<file path="config.mk">
export PLATFORM = sky130hd
export DESIGN_NAME = intr_entry_seq
export DESIGN_NICKNAME = d
export VERILOG_FILES = /design/src/rtl/intr_entry_pkg.sv /design/src/rtl/intr_req_latch.sv /design/src/rtl/intr_vec_sel.sv /design/src/rtl/intr_entry_seq.sv
export SDC_FILE = /design/constraint.sdc
export NUM_CORES = 1
export LEC_CHECK = 0
export ABC_CLOCK_PERIOD_IN_PS = 2200
export CORE_MARGIN = 4
export CORE_UTILIZATION = 43
export CTS_BUF_LIST = sky130_fd_sc_hd__clkbuf_8
export DETAILED_ROUTE_END_ITERATION = 7
export PLACE_DENSITY = 0.81
export SETUP_SLACK_MARGIN = 0.05
export SYNTH_ARGS = -nofsm -noshare
export SYNTH_HDL_FRONTEND = slang
export SYNTH_SLANG_ARGS = --single-unit
</file>
<file path="constraint.sdc">
create_clock -name clk -period 2.2 [get_ports clk]
set_clock_uncertainty 0.1 [all_clocks]
set_input_delay 0.44 -clock clk [delete_from_list [all_inputs] [get_ports clk]]
set_output_delay 0.44 -clock clk [all_outputs]
set_load 0.01 [all_outputs]
</file>
<file path="src/rtl/intr_entry_pkg.sv">
package intr_entry_pkg;

    typedef enum logic [2:0] {
        PH_IDLE, PH_T1, PH_T2, PH_T3, PH_T4, PH_T5, PH_T6, PH_T7
    } phase_e;

    typedef enum logic [1:0] {
        K_BRK, K_IRQ, K_NMI, K_RST
    } kind_e;

    localparam int FL_I = 2;
    localparam int FL_D = 3;
    localparam int FL_B = 4;
    localparam int FL_U = 5;

endpackage

</file>
<file path="src/rtl/intr_req_latch.sv">
module intr_req_latch (
    input  logic clk,
    input  logic rst_n,
    input  logic nmi_n,
    input  logic irq_n,
    input  logic reset_req,
    input  logic nmi_clr,
    input  logic rst_clr,
    output logic nmi_pend,
    output logic irq_pend,
    output logic rst_pend
);
    typedef struct packed {
        logic nmi_prev;
        logic nmi_pend;
        logic irq_lvl;
        logic rst_pend;
    } req_t;

    req_t req_d, req_q;

    always_comb begin
        req_d          = req_q;
        req_d.nmi_prev = nmi_n;
        // a fresh falling edge wins over a clear in the same cycle
        req_d.nmi_pend = (req_q.nmi_pend & ~nmi_clr) | (req_q.nmi_prev & ~nmi_n);
        req_d.irq_lvl  = ~irq_n;
        req_d.rst_pend = reset_req | (req_q.rst_pend & ~rst_clr);
    end

    always_ff @(posedge clk or negedge rst_n) begin
        if (!rst_n) begin
            req_q <= '{nmi_prev: 1'b1, nmi_pend: 1'b0, irq_lvl: 1'b0, rst_pend: 1'b0};
        end else begin
            req_q <= req_d;
        end
    end

    assign nmi_pend = req_q.nmi_pend;
    assign irq_pend = req_q.irq_lvl;
    assign rst_pend = req_q.rst_pend;
endmodule

</file>
<file path="src/rtl/intr_vec_sel.sv">
module intr_vec_sel
    import intr_entry_pkg::*;
#(
    parameter int             AW      = 16,
    parameter logic [AW-1:0]  VEC_NMI = 16'hFFFA,
    parameter logic [AW-1:0]  VEC_RST = 16'hFFFC,
    parameter logic [AW-1:0]  VEC_IRQ = 16'hFFFE
) (
    input  kind_e          kind,
    input  logic           cmos_mode,
    input  logic           nmi_pend,
    output logic [AW-1:0]  vec,
    output logic           take_nmi
);
    always_comb begin
        take_nmi = (kind == K_BRK) && !cmos_mode && nmi_pend;
        unique case (kind)
            K_RST:   vec = VEC_RST;
            K_NMI:   vec = VEC_NMI;
            K_IRQ:   vec = VEC_IRQ;
            default: vec = take_nmi ? VEC_NMI : VEC_IRQ;
        endcase
    end
endmodule

</file>
<file path="src/rtl/intr_entry_seq.sv">
module intr_entry_seq
    import intr_entry_pkg::*;
#(
    parameter int                 AW         = 16,
    parameter int                 DW         = 8,
    parameter logic [AW-DW-1:0]   STACK_PAGE = 'h01,
    parameter logic [AW-1:0]      VEC_NMI    = 16'hFFFA,
    parameter logic [AW-1:0]      VEC_RST    = 16'hFFFC,
    parameter logic [AW-1:0]      VEC_IRQ    = 16'hFFFE
) (
    input  logic           clk,
    input  logic           rst_n,
    input  logic           insn_boundary,
    input  logic           brk_start,
    input  logic           irq_n,
    input  logic           nmi_n,
    input  logic           reset_req,
    input  logic           cmos_mode,
    input  logic [AW-1:0]  pc_in,
    input  logic [DW-1:0]  s_in,
    input  logic [DW-1:0]  flags_in,
    input  logic [DW-1:0]  din,
    output logic [AW-1:0]  addr,
    output logic [DW-1:0]  dout,
    output logic           rw,
    output logic           busy,
    output logic           done,
    output logic [AW-1:0]  pc_out,
    output logic [DW-1:0]  s_out,
    output logic [DW-1:0]  flags_out
);
    typedef struct packed {
        phase_e         phase;
        kind_e          kind;
        logic [AW-1:0]  pc;
        logic [DW-1:0]  s;
        logic [DW-1:0]  flags;
        logic [AW-1:0]  vec;
        logic           done;
    } seq_t;

    seq_t seq_d, seq_q;

    logic          nmi_pend, irq_pend, rst_pend;
    logic          nmi_clr, rst_clr, take_nmi;
    logic [AW-1:0] vec_pick;

    intr_req_latch u_req (
        .clk       (clk),
        .rst_n     (rst_n),
        .nmi_n     (nmi_n),
        .irq_n     (irq_n),
        .reset_req (reset_req),
        .nmi_clr   (nmi_clr),
        .rst_clr   (rst_clr),
        .nmi_pend  (nmi_pend),
        .irq_pend  (irq_pend),
        .rst_pend  (rst_pend)
    );

    intr_vec_sel #(
        .AW      (AW),
        .VEC_NMI (VEC_NMI),
        .VEC_RST (VEC_RST),
        .VEC_IRQ (VEC_IRQ)
    ) u_vec (
        .kind      (seq_q.kind),
        .cmos_mode (cmos_mode),
        .nmi_pend  (nmi_pend),
        .vec       (vec_pick),
        .take_nmi  (take_nmi)
    );

    logic          go;
    kind_e         kind_sel;
    logic [DW-1:0] status;
    logic [AW-1:0] stack_addr;

    always_comb begin
        seq_d      = seq_q;
        seq_d.done = 1'b0;
        addr       = '0;
        dout       = '0;
        rw         = 1'b1;
        nmi_clr    = 1'b0;
        rst_clr    = 1'b0;
        go         = 1'b0;
        kind_sel   = K_BRK;

        status        = seq_q.flags;
        status[FL_B]  = (seq_q.kind == K_BRK);
        status[FL_U]  = 1'b1;
        stack_addr    = {STACK_PAGE, seq_q.s};

        unique case (seq_q.phase)
            PH_IDLE: begin
                if (insn_boundary) begin
                    if (rst_pend) begin
                        go = 1'b1; kind_sel = K_RST; rst_clr = 1'b1;
                    end else if (nmi_pend) begin
                        go = 1'b1; kind_sel = K_NMI; nmi_clr = 1'b1;
                    end else if (irq_pend && !flags_in[FL_I]) begin
                        go = 1'b1; kind_sel = K_IRQ;
                    end else if (brk_start) begin
                        go = 1'b1; kind_sel = K_BRK;
                    end
                end
                if (go) begin
                    seq_d.phase = PH_T1;
                    seq_d.kind  = kind_sel;
                    seq_d.pc    = pc_in;
                    seq_d.s     = s_in;
                    seq_d.flags = flags_in;
                end
            end
            PH_T1, PH_T2: begin
                addr = seq_q.pc;
                if (seq_q.kind == K_BRK) seq_d.pc = seq_q.pc + AW'(1);
                seq_d.phase = (seq_q.phase == PH_T1) ? PH_T2 : PH_T3;
            end
            PH_T3: begin
                addr        = stack_addr;
                rw          = (seq_q.kind == K_RST);
                dout        = seq_q.pc[AW-1:DW];
                seq_d.s     = seq_q.s - DW'(1);
                seq_d.phase = PH_T4;
            end
            PH_T4: begin
                addr        = stack_addr;
                rw          = (seq_q.kind == K_RST);
                dout        = seq_q.pc[DW-1:0];
                seq_d.s     = seq_q.s - DW'(1);
                seq_d.phase = PH_T5;
            end
            PH_T5: begin
                addr        = stack_addr;
                rw          = (seq_q.kind == K_RST);
                dout        = status;
                seq_d.s     = seq_q.s - DW'(1);
                seq_d.vec   = vec_pick;
                nmi_clr     = take_nmi;
                seq_d.flags[FL_I] = 1'b1;
                if (cmos_mode) seq_d.flags[FL_D] = 1'b0;
                seq_d.phase = PH_T6;
            end
            PH_T6: begin
                addr               = seq_q.vec;
                seq_d.pc[DW-1:0]   = din;
                seq_d.phase        = PH_T7;
            end
            default: begin
                addr               = seq_q.vec + AW'(1);
                seq_d.pc[AW-1:DW]  = din;
                seq_d.done         = 1'b1;
                seq_d.phase        = PH_IDLE;
            end
        endcase
    end

    always_ff @(posedge clk or negedge rst_n) begin
        if (!rst_n) begin
            seq_q <= '{phase: PH_IDLE, kind: K_BRK, pc: '0, s: '0,
                       flags: '0, vec: '0, done: 1'b0};
        end else begin
            seq_q <= seq_d;
        end
    end

    assign busy      = (seq_q.phase != PH_IDLE);
    assign done      = seq_q.done;
    assign pc_out    = seq_q.pc;
    assign s_out     = seq_q.s;
    assign flags_out = seq_q.flags;
endmodule

</file>
---- Yosys cells after proc, flatten, opt, wreduce, memory -nomap -nowiden ----
Index checks and enable logic that the tools add are counted.
word-level totals
  flip-flop bits (word level) ............. 58
  output and inout bits ................... 59
  logic and storage cells ................. 92
operators by class
  add/subtract/negate cells ............... 3
  equal/unequal tests ..................... 12
  muxes and demuxes ....................... 32
  bitwise logic cells ..................... 10
  reduce and logical (&&, ||, !) cells .... 21
operator list
  cell                                                                count
  8-bit case mux with 3 select lines                                  3
  16-bit case mux with 4 select lines                                 1
  16-bit case mux with 3 select lines                                 1
  37-bit 2-to-1 mux                                                   1
  16-bit by 1-bit adder with 16-bit output, second input constant     2
  3-bit case mux with 6 select lines                                  1
  1-bit 2-to-1 mux                                                    17
  16-bit 2-to-1 mux                                                   1
  8-bit case mux with 2 select lines                                  1
  3-bit == test, second input constant                                3
  3-bit AND reduction                                                 3
  8-bit by 1-bit subtractor with 8-bit output, second input constant  1
  7-bit OR reduction                                                  1
  3-bit by 2-bit == test with 1-bit output, second input constant     2
  2-bit 2-to-1 mux                                                    3
  2-bit != test, second input constant                                3
  2-bit AND reduction                                                 3
  3-bit nonzero test                                                  2
  1-bit inverter                                                      5
  2-bit == test, second input constant                                2
  2-bit case mux with 2 select lines                                  1
  2-bit nonzero test                                                  2
  4-bit OR reduction                                                  1
  1-bit AND                                                           3
  11 further kinds                                                    15

---- Logic depth before layout (Yosys ltp) ----
Gate-level depths: netlist (run 1).
  depth after elaboration ................. 9
  depth in mapped cells ................... 10
  depth with buffers taken out ............ 7

---- Hierarchy ----
From an unflattened synthesis (run 1), not the netlist that was laid out.
second synthesis, totals
  cell total of the unflattened synthesis .. 529
  area total of the unflattened synthesis .. 4297.9 um^2
modules (own cells, without submodules)
  module          times used  cells each  area an instance (um^2)  sequential area each (um^2)
  intr_entry_seq  1           499         4016.4                   1351.3
  intr_vec_sel    1           20          145.1                    0.0
  intr_req_latch  1           10          136.4                    101.3

---- Least setup slack after synthesis (run 1) ----
No wires, ideal clock.
  path type ............................... reg2out
  start point ............................. reg seq_q[51] in the netlist's numbering
  end point ............................... out addr[3]
  arrival time ............................ 1.739 ns
  required time ........................... 1.660 ns
  slack ................................... -0.079 ns
  stages on the path, launching flop included .. 9
  buffers on the path ..................... 2
  cell sequence ........................... dfrtp_1 > inv_1 > ha_1 > buf_2 > nor2_1 > nor2_1 > clkbuf_1 > a22oi_1 > nand2_1
on the way
  longest elaborated chain between the ends .. 3
  elaborated cells on any way between the ends .. 10
RTL lines
  element                                                                    line                   RTL
  start: declaration                                                         intr_entry_seq.sv:42   seq_t seq_d, seq_q;
  start signal: assignment                                                   intr_entry_seq.sv:162  seq_q <= '{phase: PH_IDLE, kind: K_BRK, pc: '0, s: '0,
  start signal: assignment                                                   intr_entry_seq.sv:165  seq_q <= seq_d;
  3-bit == test (tied with other cells)                                      intr_entry_seq.sv:95   unique case (seq_q.phase)
  3-bit OR reduction (no source line) or 2-bit OR reduction (tied branches)  n/a
  16-bit case mux with 4 select lines (*)                                    intr_entry_seq.sv:95
  end: declaration                                                           intr_entry_seq.sv:23   output logic [AW-1:0] addr,
Mark *: on every way between the ends. The rest lies on a longest branch, timed or not.

---- Worst setup path after layout (run 1) ----
  start point ............................. reg seq_q[52] in the netlist's numbering
  end point ............................... out addr[2]
Same word-level chain as after synthesis.

==> metrics.md, run 1 <==
| Metric | Value |
|---|---|
| Register-to-Register Path Depth | `13` |
| Via count of the first global-routing pass | `3756` |
| Clk pin slew, worst setup/hold paths | `0.09 ns` |
| Post-synth top cells | `nand2_1 (79), dfrtp_1 (44), nor2_1 (38), buf_4 (34), o21ai_0 (22)` |
| GR Layer Usage met1 | `31.5%` |
| Slew HR | `57.3%` |
| Post-synth top area share | `33.5%` |
| Most common cell in the netlist | `nand2_1` |
| Setup slack at placement | `-0.420 ns` |
| Initial core utilization | `44.8%` |
| H-tree depth | `2` |
| CP max FO | `4` |
| Slew at the pin closest to its max-slew limit | `0.641 ns` |
| Synthesized cell area | `0.00328 sq mm` |
| Final hold violation count | `0` |
| WP buf/inv | `4` |
| Syn avg cell area | `7.97 sq um` |
| Crit path capture | `addr[2]` |
| Lkg Pwr | `2.26 nW` |
| Starting DRC count in detailed routing | `377` |
| Maxcap violations | `0` |
| Post-synthesis cell count | `412` |
| Port Buf Inserts | `106` |
| Register bit total from synthesis | `45` |
| Setup crit start kind | `flop` |
| Die H | `95.4 um` |
| Crit-path slowest cell | `dfrtp_1` |
| Number of antenna repair diodes | `0` |
| Placed wire-length estimate | `8.34 mm` |
| Worst-Skew Late Latency | `0.32 ns` |
| GR Util All Layers | `26.8%` |
| Die W | `95.4 um` |
| Switching Share | `48.4%` |
| Largest area contributor in the netlist | `dfrtp_1` |
| Worst setup EP type | `primary output` |
| Post-route cell area | `0.00524 sq mm` |
| Hold Path Class | `primary input to async pin` |
| TritonCTS Buffers | `5` |
| Largest cells by area after synthesis | `dfrtp_1 (34%), nand2_1 (9.0%), buf_4 (7.8%)` |
| Drt drc | `0` |
| Post-synthesis xor/xnor area fraction | `2.67%` |
| Compound-cell area share of the yosys netlist | `22.3%` |
| CP Depth | `8` |
| Switching power | `4.78 mW` |
| Max stage delay on crit path | `0.44 ns` |
| Hold WS | `0.0308 ns` |
| Final wirelength | `13.4 mm` |
| Final setup TNS | `-17.88 ns` |
| Finish-stage setup viols | `63` |
| Pin count of the biggest net entering global routing | `27` |
| Worst R2R End | `pc_out[7]$_DFFE_PN0P_` |
| Status | `finished, violations left` |
| Mapped Nets | `466` |
| Post-synthesis adder-cell area fraction | `2.29%` |
| First-pass GRT wire length | `18.8 mm` |
| Synth warn | `0` |
| Nets@finish | `591` |
| Vias/cell | `6.16` |
| Total grt overflow | `0` |
| CTS tree | `done` |
| Combinational family with the most area after synthesis | `simple AND/OR/NAND/NOR gates` |
| # rows | `31` |
| Routed WL per cell | `21.1 um` |
| CP required | `1.66 ns` |
| Share of layout cells above drive strength 1 | `37.5%` |
| Tmin final | `2.69 ns` |
| Share of power burned in registers | `19.1%` |
| Boundary pin count | `107` |
| Die ar. | `0.00909 sq mm` |
| Fin crit share | `122%` |
| Overall Power | `9.89 mW` |
| Initial antenna violation count | `0` |
| Combinational Power Share | `74.9%` |
| Ys flop type | `dfrtp_1` |
| Fmax | `372 MHz` |
| Post-DP Area | `0.00446 sq mm` |
| Crit path arrival time | `2.15 ns` |
| GR Util met2 | `44.9%` |
| Root buffer cell | `clkbuf_8` |
| GP Congestion | `0.923` |
| Max IR drop VDD | `0.00111 V` |
| Number of synthesized flops with an enable pin | `0` |
| Pre-antenna DRT Iters | `5` |
| Via count | `3922` |
| CP top delay family | `compound AO/OA/AOI/OAI gates` |
| Crit path from | `seq_q[52]$_DFFE_PN0P_` |
| Clock buffer depth | `2` |
| R2R setup slack | `-0.44 ns` |
| CP cell instances | `inv_2 -> ha_4 -> nor2_4 -> o22a_1 -> buf_6 -> a222oi_1 -> inv_1 -> buf_2` |
| Grt met3 use | `6.16%` |
| R2R Path Start | `seq_q[52]$_DFFE_PN0P_` |
| Unrepaired setup endpoints after global routing | `yes` |
| Kind of critical path | `flop to primary output` |
| Sequential area share after synthesis | `34.3%` |
| Final worst slack | `-0.488 ns` |
| Simple-gate portion of the synthesized area | `24.0%` |
| Clock power share | `6.0%` |
| ANT nets after route | `0` |
| Post-synthesis cell type count | `57` |
| Power density over the cells | `1890 mW/mm^2` |
| Core ar. | `0.00733 sq mm` |
| Ys async rst share | `100%` |
| P_int | `5.10 mW` |
| Failing checks | `negative setup slack` |
| Area Growth Syn to Fin | `59.7%` |
| Max Slew Vio Count | `0` |
| GR peak layer | `met2` |
| # clock sinks | `45` |
| Multiplexer area fraction after synthesis | `0.648%` |
[worst min-delay path by stage]
stage | slack (ns) | startpoint | endpoint
after floorplan | 0.04 | rst_n | done$_DFF_PN0_
after global placement | 0.36 | flags_out[5]$_DFFE_PN0P_ | flags_out[5]$_DFFE_PN0P_
after detailed placement | 0.36 | seq_q[15]$_DFFE_PN0N_ | seq_q[15]$_DFFE_PN0N_
after CTS | 0.05 | rst_n | s_out[0]$_DFFE_PN0P_
after global routing | 0.08 | rst_n | s_out[0]$_DFFE_PN0P_
final | 0.03 | rst_n | s_out[0]$_DFFE_PN0P_
[routing by layer]
layer,vias to the layer above,share of wire (%)
met3,75,9.3
met5,-,0
li1,1680,-
met4,0,4.9
met2,306,49
met1,1861,36
[state kept, by name, indices dropped and copies added, names as in the netlist, 8 cells and up]
register	cells
pc_out	16
s_out	8
seq_q	8
flags_out	8
[power groups by stage]
stage | sequential [mW] | clock (mW) | combinational (mW)
2_1_floorplan | 1.51 | 0 | 3.47
3_3_place_gp | 1.73 | 0 | 5.48
3_5_place_dp | 1.74 | 0 | 5.62
4_1_cts | 1.77 | 0.587 | 6.46
5_1_grt | 1.91 | 0.636 | 7.87
6_report | 1.89 | 0.595 | 7.40
[repair_timing]
action                     in CTS  in global routing
hold buffers                    0                  0
buffers inserted               13                  9
cloned                          2                  2
setup endpoints to repair      51                 61
pin swaps                      26                 26
gates resized for setup       151                 97
[placed cells by master, fill, tap and decap left out, types with 11 or more instances in the layout]
cell and count:
nand2_1 56, a221oi_1 11, nor2_1 31, dfrtp_1 43, clkdlybuf4s50_1 79, nand2_2 13, inv_1 11, buf_4 48
o21ai_0 11, a21oi_1 11, buf_2 16, buf_6 18
[logic make-up (layout without fill, tap and decap cells)]
logic type	count (synthesis)	after routing
and+or+nand+nor	171	171
DFF	45	45
adders and majority gates	6	6
AOI/OAI and AO/OA	104	104
buffers and inverters	74	200
xor gates and xnor gates	10	10
muxes	2	2
[cell type report]
class                           instances  area, sq um
Inverter                               13         51.3
Clock buffer                            7         96.3
Tap cell                               99          124
Clock inverter                          1         5.00
Fill cell                             488         2090
Multi-Input combinational cell        293         2190
Sequential cell                        45         1130
Timing Repair Buffer                  179         1650
[metrics by stage]
stage,std cells,util (%)
finish,637,71.5
global route,637,71.5
CTS,627,67.6
detailed placement,604,60.8
global placement,604,60.8
floorplan,412,-
[worst reg2reg max path, cell delays in order (launching register included)]
cell and delay, ns:
dfrtp_1 0.44, inv_2 0.11, ha_4 0.20, buf_6 0.11, buf_6 0.10, buf_8 0.13, buf_6 0.13, or3b_4 0.25
o31ai_4 0.09, buf_4 0.15, or3_4 0.35, buf_8 0.16, o21ai_2 0.13, o21ai_1 0.08
No activity file was read; power rests on OpenSTA's default activity.
==> inputs of run 2 (changes only) <==
--- a/config.mk
+++ b/config.mk
@@ -10,6 +10,7 @@
 export CORE_UTILIZATION = 43
 export CTS_BUF_LIST = sky130_fd_sc_hd__clkbuf_8
 export DETAILED_ROUTE_END_ITERATION = 7
+export GPL_TIMING_DRIVEN = 0
 export PLACE_DENSITY = 0.81
 export SETUP_SLACK_MARGIN = 0.05
 export SYNTH_ARGS = -nofsm -noshare
==> run 2 against run 1 <==
Critical path depth down 2. The run still ends with negative setup slack left. Worst hold slack improved by 0.36 ns. Wire length is 4.2% higher. Clock-buffer cell count fell by 1. Largest cell class unchanged. First-iteration DRC count grew 24%. Sequential power down 7%. Global-route usage fell by 0.58 points. Via count is 2.4% higher. Register-to-register slack improved by 0.08 ns.
==> metrics.md, run 2 (synthesis gave the netlist of run 1 again) <==
| Metric | Value |
|---|---|
| Placed cells | `618 (+2.3%)` |
| CTS tree | `done` |
| Initial core utilization | `44.8% (unchanged)` |
| CP required | `1.66 ns (about the same)` |
| Fin util | `76.9% (+5.4 points)` |
| Fin crit share | `127% (+4.6 points)` |
| Via count | `4017 (+2.4%)` |
| Final wirelength | `14.0 mm (+4.2%)` |
| First-pass GRT wire length | `18.4 mm (-2.2%)` |
| Combinational Power Share | `78.2% (+3.3 points)` |
| FILL cells | `433 (-11%)` |
| Slew HR | `62.4% (+5.1 points)` |
| Failing checks | `negative setup slack` |
| Die W | `95.4 um (unchanged)` |
| Unrepaired setup endpoints after global routing | `yes` |
| Lkg Pwr | `2.47 nW (+9.3%)` |
| Switching Share | `45.5% (-2.9 points)` |
| Share of layout cells above drive strength 1 | `37.2% (-0.33 points)` |
| Area of the multi-input gates | `0.00218 sq mm (-0.46%)` |
| Placed wire-length estimate | `8.16 mm (-2.1%)` |
| Maxcap violations | `0 (unchanged)` |
| Final hold violation count | `0 (unchanged)` |
| Pin count of the biggest net entering global routing | `35 (+30%)` |
| Setup crit start kind | `flop` |
| H-tree depth | `2 (unchanged)` |
| Starting DRC count in detailed routing | `469 (+24%)` |
| Initial antenna violation count | `0 (unchanged)` |
| Kind of critical path | `flop to primary output` |
| Clock power share | `6.1% (about the same)` |
| Setup slack at placement | `-0.692 ns (-0.272 ns)` |
| Share of power burned in registers | `15.7% (-3.4 points)` |
| Final worst slack | `-0.590 ns (-0.101 ns)` |
| # rows | `31 (unchanged)` |
| GP Congestion | `0.937 (+1.5%)` |
| Tmin final | `2.79 ns (+0.101 ns)` |
| Non-Filler Instances | `674 (+5.8%)` |
| Status | `finished, violations left` |
| ANT nets after route | `0 (unchanged)` |
| Worst-Skew Late Latency | `0.32 ns (about the same)` |
| Core ar. | `0.00733 sq mm (unchanged)` |
| Power density over the cells | `1980 mW/mm^2 (+5.1%)` |
| Pre-antenna DRT Iters | `6 (+1)` |
| Crit path from | `seq_q[53]$_DFFE_PN0P_` |
| Worst setup EP type | `primary output` |
| Die H | `95.4 um (unchanged)` |
| Max stage delay on crit path | `0.55 ns (+0.11 ns)` |
| Port Buf Inserts | `106 (unchanged)` |
| # clock sinks | `45 (unchanged)` |
| Die ar. | `0.00909 sq mm (unchanged)` |
| Max IR drop VDD | `0.00106 V (-4.4%)` |
| CP cell instances | `buf_4 -> clkbuf_4 -> nor2b_2 -> a22oi_1 -> nand2_1 -> clkdlybuf4s50_1` |
| P_int | `6.09 mW (+19%)` |
| Reg area | `0.00113 sq mm (+0.11%)` |
| Number of antenna repair diodes | `0 (unchanged)` |
| Vias/cell | `5.96 (-3.2%)` |
| Crit path arrival time | `2.25 ns (+0.10 ns)` |
| Overall Power | `11.2 mW (+13%)` |
| Slew at the pin closest to its max-slew limit | `0.562 ns (-0.0793 ns)` |
| Boundary pin count | `107 (unchanged)` |
| Fmax | `358 MHz (-3.6%)` |
| Commonest non-fill, non-tap cell in the layout | `clkdlybuf4s50_1` |
| Area Growth Syn to Fin | `71.8%` |
| Commonest non-fill, non-tap cells in the layout | `clkdlybuf4s50_1 (81), buf_4 (65), nand2_1 (61)` |
| Routed WL per cell | `20.8 um (-1.5%)` |
| Via count of the first global-routing pass | `3659 (-2.6%)` |
| Drt drc | `0 (unchanged)` |
| TritonCTS Buffers | `5 (unchanged)` |
| Total grt overflow | `0 (unchanged)` |
| Hold Path Class | `flop to flop` |
| Post-DP Area | `0.00450 sq mm (+1.1%)` |
| Switching power | `5.09 mW (+6.4%)` |
| Root buffer cell | `clkbuf_8` |
| Worst Hold Launch | `flags_out[5]$_DFFE_PN0P_` |
| CP max FO | `11 (+7)` |
| R2R Path Start | `seq_q[52]$_DFFE_PN0P_` |
| Nets@finish | `628 (+6.3%)` |
| Post-route cell area | `0.00564 sq mm (+7.6%)` |
| Finish-stage setup viols | `53 (-16%)` |
| Crit-path slowest cell | `clkdlybuf4s50_1` |
| Largest register FFs | `16 (unchanged)` |
| Max Slew Vio Count | `0 (unchanged)` |
| Clk pin slew, worst setup/hold paths | `0.09 ns (about the same)` |
| GR Util All Layers | `26.2% (-0.58 points)` |
| Clock buffer depth | `2 (unchanged)` |
run 2: metal layers:
metal / vias to the layer above / global-route usage, % / wire [um]
met5: - / 0 / 0
met3: 67 / 4.74 / 1230
li1: 1747 / - / -
met4: 0 / 9.38 / 571
met2: 278 / 45.0 / 7070
met1: 1925 / 32.7 / 5130
run 2: power by group through the flow:
stage | registers (mW) | logic [mW] | clock network (mW)
detailed placement | 1.67 | 5.72 | 0
global route | 1.78 | 9.24 | 0.719
global placement | 1.66 | 5.59 | 0
floorplan | 1.51 | 3.47 | 0
finish | 1.75 | 8.75 | 0.685
CTS | 1.66 | 6.51 | 0.661
run 2: path summary, 6_finish.rpt:
path	end	slack (ns)	cells after the start
setup reg to reg	pc_out[15]$_DFFE_PN0P_	-0.36	12
min in group asynchronous	s_out[2]$_DFFE_PN0P_	0.43	2
setup / recovery	dout[2]	-0.59	6
hold reg to reg	flags_out[5]$_DFFE_PN0P_	0.39	2
max in group asynchronous	u_req.req_q[3]$_DFF_PN1_	1.02	3
hold / removal	flags_out[5]$_DFFE_PN0P_	0.39	2
run 2: critical path, delay by kind of cell (launching register included):
family	cells	cell delay, ns
AND/OR/NAND/NOR	2	0.38
buffers and inverters	3	0.98
AO/OA/AOI/OAI	1	0.15
flip-flops	1	0.43
run 2: per-stage QoR:
step	hold slack, ns	setup TNS [ns]
after floorplan	0.0444	0
after global placement	0.349	-49.07
after detailed placement	0.254	-20.70
after CTS	0.388	-9.67
after global routing	0.431	-19.21
final	0.391	-15.22
run 2: repair_timing:
item,4_1_cts,5_1_grt
setup endpoints to repair,58,60
resized for setup,140,110
hold buffers,1,0
pin swaps,15,27
setup buffers,26,22
endpoints found under the hold margin,11,0
gates cloned,3,2
run 2: cell type report:
class | instances | area share [%]
buffer | 58 | 8.90
clock buffer | 6 | 1.46
clock inverter | 2 | 0.599
inverter | 13 | 0.910
multi-input combinational | 294 | 38.6
sequential | 45 | 20.0
tap | 99 | 2.20
timing repair buffer | 157 | 27.3
